**src/rtl/fbb_pkg.sv**
```systemverilog
package fbb_pkg;

  typedef enum logic [1:0] {
    RGN_NONE = 2'd0,
    RGN_RAM  = 2'd1,
    RGN_WIN  = 2'd2
  } region_e;

endpackage

```
**src/rtl/fbb_decode.sv**
```systemverilog
module fbb_decode
  import fbb_pkg::*;
#(
  parameter int                ADDR_W  = 16,
  parameter logic [ADDR_W-1:0] WIN_LO  = 16'hC000,
  parameter logic [ADDR_W-1:0] RAM_LO  = 16'h8000,
  parameter logic [ADDR_W-1:0] RAM_HI  = 16'hBFFF
) (
  input  logic [ADDR_W-1:0] addr,
  output region_e           region
);

  always_comb begin
    if (addr >= WIN_LO)
      region = RGN_WIN;
    else if (addr >= RAM_LO && addr <= RAM_HI)
      region = RGN_RAM;
    else
      region = RGN_NONE;
  end

endmodule

```
**src/rtl/fbb_read_port.sv**
```systemverilog
module fbb_read_port #(
  parameter int DATA_W = 8
) (
  input  logic              clk,
  input  logic              rst,
  input  logic              win_rd,
  input  logic              valid,
  input  logic [DATA_W-1:0] data,
  output logic              pop,
  output logic [DATA_W-1:0] dout_q,
  output logic              oe_q
);

  assign pop = win_rd & valid;

  always_ff @(posedge clk) begin
    if (rst) begin
      dout_q <= '0;
      oe_q   <= 1'b0;
    end else begin
      oe_q <= pop;
      if (pop) dout_q <= data;
    end
  end

  // a pop only ever happens with a byte waiting
  a_r3_pop_has_data: assert property (@(posedge clk) disable iff (rst)
    pop |-> valid);

  // the cycle after a pop drives the captured byte
  a_r4_drive_after_pop: assert property (@(posedge clk) disable iff (rst)
    pop |=> (oe_q && dout_q == $past(data)));

  // no pop, no drive in the next cycle
  a_r5_idle_release: assert property (@(posedge clk) disable iff (rst)
    !pop |=> !oe_q);

endmodule

```
**src/rtl/fifo_boot_bridge.sv**
```systemverilog
module fifo_boot_bridge
  import fbb_pkg::*;
#(
  parameter int                ADDR_W = 16,
  parameter int                DATA_W = 8,
  parameter logic [ADDR_W-1:0] WIN_LO = 16'hC000,
  parameter logic [ADDR_W-1:0] RAM_LO = 16'h8000,
  parameter logic [ADDR_W-1:0] RAM_HI = 16'hBFFF
) (
  input  logic              clk,
  input  logic              rst,
  input  logic [ADDR_W-1:0] cpu_addr,
  input  logic              cpu_rd,
  input  logic              strm_valid,
  input  logic [DATA_W-1:0] strm_data,
  output logic              strm_pop,
  output logic              cpu_ready,
  output logic [DATA_W-1:0] bus_dout,
  output logic              drive_en,
  output logic              ram_sel
);

  region_e rgn;
  logic    win_rd;
  logic    ram_sel_q;

  fbb_decode #(
    .ADDR_W (ADDR_W),
    .WIN_LO (WIN_LO),
    .RAM_LO (RAM_LO),
    .RAM_HI (RAM_HI)
  ) u_decode (
    .addr   (cpu_addr),
    .region (rgn)
  );

  assign win_rd    = cpu_rd && (rgn == RGN_WIN);
  assign cpu_ready = strm_valid;

  fbb_read_port #(
    .DATA_W (DATA_W)
  ) u_rport (
    .clk    (clk),
    .rst    (rst),
    .win_rd (win_rd),
    .valid  (strm_valid),
    .data   (strm_data),
    .pop    (strm_pop),
    .dout_q (bus_dout),
    .oe_q   (drive_en)
  );

  always_ff @(posedge clk) begin
    if (rst) ram_sel_q <= 1'b0;
    else     ram_sel_q <= (rgn == RGN_RAM);
  end

  assign ram_sel = ram_sel_q;

  // the pop is never issued while the processor is stalled
  a_r3_pop_not_stalled: assert property (@(posedge clk) disable iff (rst)
    strm_pop |-> cpu_ready);

  // write cycles never consume a byte
  a_r5_no_pop_on_write: assert property (@(posedge clk) disable iff (rst)
    !cpu_rd |-> !strm_pop);

  // RAM select and data drive never overlap
  a_r6_sel_excl: assert property (@(posedge clk) disable iff (rst)
    !(ram_sel && drive_en));

endmodule

```
**config.mk**
```make
export PLATFORM = sky130hd
export DESIGN_NAME = fifo_boot_bridge
export DESIGN_NICKNAME = d
export VERILOG_FILES = /design/src/rtl/fbb_pkg.sv /design/src/rtl/fbb_decode.sv /design/src/rtl/fbb_read_port.sv /design/src/rtl/fifo_boot_bridge.sv
export SDC_FILE = /design/constraint.sdc
export NUM_CORES = 1
export LEC_CHECK = 0
export BUFFER_PORTS_ARGS = -buffer_cell sky130_fd_sc_hd__buf_2
export CORE_AREA = 2 2 45 47
export DETAILED_ROUTE_END_ITERATION = 10
export DIE_AREA = 0 0 47 49
export SLEW_MARGIN = 20
export SYNTH_ARGS = -nofsm -noshare
export SYNTH_HDL_FRONTEND = slang
export SYNTH_SLANG_ARGS = --single-unit
export TNS_END_PERCENT = 20
```
**constraint.sdc**
```tcl
create_clock -name clk -period 1.9 [get_ports clk]
set_clock_uncertainty 0.05 [all_clocks]
set_input_delay 0.285 -clock clk [delete_from_list [all_inputs] [get_ports clk]]
set_output_delay 0.285 -clock clk [all_outputs]
set_load 0.005 [all_outputs]
```
==> flow_summary_export.csv <==
group,metric,value,unit
synth,syn-num-nets,68,
clock_tree,cts_sinks,10,
synth,synth.avg_cell_area,11.0,µm²
worst_setup_path,worst-setup-path-type,"input pin to output pin",
timing,slew_violations,0,
global_routing,antenna_found_initial,0,
global_routing,grtUsageTotal,8.40,%
timing,setup_viol,0,
clock_tree,cts_resized,0,
timing,tightest_slew,227,ps
timing,min_period,1190,ps
synth,syn_area,439,µm²
hold_path,min_path_type,"input pin to flop",
synth,syn_inst,40,
clock_tree,cts_tree,"yes",
timing,hold_viol_final,0,
routing,wl_per_cell,9.08,µm
worst_setup_path,ff2ff_path_depth,2,
floorplanning,die-area,2300,µm²
synth,yosys_most_used_dff,"dfxtp_1",
synth,synth_seq_area_share,45.6,%
layout,area_delta_synth_final,37.0,%
clock_tree,clock_latency,260,ps
routing,wl,844,µm
timing,setup_tns,0,ps
synth,ys_warn_count,0,
power,pwr-share-clk,42.2,%
worst_setup_path,required,1560,ps
floorplanning,rows,16,
routing,drt-initial-drc-count,1,
flow_run,drv_cap,0,
timing,setup_ws,708,ps
placement,dp_slack,700,ps
global_routing,grt_pass1_vias,345,
synth,synth_top_area_share,45.6,%
clock_tree,post_cts_buffers,0,
synth,synth_top_cell_by_area,"dfxtp_1",
synth,synth_cell_type_count,9,
clock_tree,htree_levels,1,
power,internal_power,356,µW
floorplanning,ioPinCount,40,
worst_setup_path,endpoint_kind,"output pin",
layout,nNetsFinal,95,
clock_tree,clockBufferDepth,2,
layout,final_design_area_no_fill,602,µm²
synth,synthTopCellsByCount,"16 x nand2b_1, 10 x dfxtp_1, 8 x mux2i_1",
power,leakage,0.000278,µW
synth,synth_enable_flop_cells,0,
global_routing,grt_max_degree,19,
hold_path,whs_path_depth,2,
global_routing,grt_overflow,0,
status,status,"finished clean",
power,power_switching,90.3,µW
floorplanning,die_w,47,µm
timing,max_slew_margin,84.9,%
power,max-vdd-ir-drop,217,µV
floorplanning,initial_core_util,23.8,%
clock_tree,path_clk_slew,70,ps
layout,drive_gt1_share,45.5,%
power,swShare,20.3,%
timing,fin_hold_ws,141,ps
clock_tree,holdBufCountCts,0,
power,power,446,µW
clock_tree,cts_buffers,3,
timing,max_freq,839,MHz
routing,ant_nets,0,
timing,period_share,62.7,%
timing,rsz0062_at_grt,"no",
placement,placed_area,566,µm²
routing,vias_per_cell,3.84,
routing,drt-pass1-iter-count,2,
floorplanning,die_h,49,µm
worst_setup_path,cp_max_fo,10,
routing,drcViolationCount,0,
power,pwr-share-seq,48.5,%
synth,yosysMostFrequentCell,"nand2b_1",
worst_setup_path,cp.arrival,860,ps
routing,vias,357,
worst_setup_path,cp-start-kind,"input pin",
synth,netlist_top_cells_area,"dfxtp_1 46%, nand2b_1 23%, mux2i_1 18%",
floorplanning,coreArea,1840,µm²
layout,num_antenna_cells,0,
placement,place.gp.congestion,0.559,
placement,place.port_buffers,25,
global_routing,grt_pass1_wl,1320,µm
clock_tree,cts_root_buf,"clkbuf_4",
power,p_per_area,741,nW/µm²
synth,async_reset_ff_share,0,%
synth,synth_seq_cells,10,
power,pwr-share-comb,9.3,%
## through the flow
stage	util, %	cells
after floorplan	-	40
after global placement	30.7	89
after detailed placement	30.7	89
after CTS	32.7	93
after global routing	32.7	93
final	32.7	93
## power by group through the flow
stage,Clock (µW),Combinational [µW],Sequential (µW)
6_report,188,41.7,216
4_1_cts,200,42.5,216
3_5_place_dp,0,42.5,221
5_1_grt,206,47.4,217
2_1_floorplan,0,22.7,222
3_3_place_gp,0,41.2,221
## worst max-delay path: stages
cell and delay, ps:
buf_2 80, and4_4 340, buf_2 150
## final timing paths
kind                      from                end  slack, ps
min reg2reg  u_rport.dout_q[6]  u_rport.dout_q[6]        420
max reg2reg  u_rport.dout_q[4]  u_rport.dout_q[4]       1270
max                 strm_valid           strm_pop        710
min               cpu_addr[14]            ram_sel        140
## area by class of cell
cell class              count  area (µm²)
fillers                   211        1240
clock buffers               4        36.3
multi-input cells          27         206
well taps                  27        33.8
flip-flops and latches     10         200
repair buffers             25         125
## kinds of logic after synthesis
| logic type | share of synthesized area [%] |
|---|---|
| multiplexers | 18.2 |
| AND/OR/NAND/NOR | 28.8 |
| buffers and inverters | 7.41 |
| flip-flops | 45.6 |
## placed cells by master (no fill, tap or decap), drive strengths merged
master / synthesis / final
and4: 1 / 1
nor3b: 1 / 1
nand2b: 16 / 16
and2b: 1 / 1
dfxtp: 10 / 10
clkbuf: 0 / 4
buf: 3 / 25
mux2i: 8 / 8
## registers in the layout (all words and copies together) (netlist names)
register	count
ram_sel	1
u_rport.oe_q	1
u_rport.dout_q	8
## per-layer routing
metal	part of all wire [%]	GRT usage, %	up-vias
met5	0	0	-
met4	1.3	8.33	0
met3	8.1	2.22	2
met2	43	12.6	18
met1	48	8.74	156
li1	-	-	181
No activity file was read; power rests on OpenSTA's default activity.
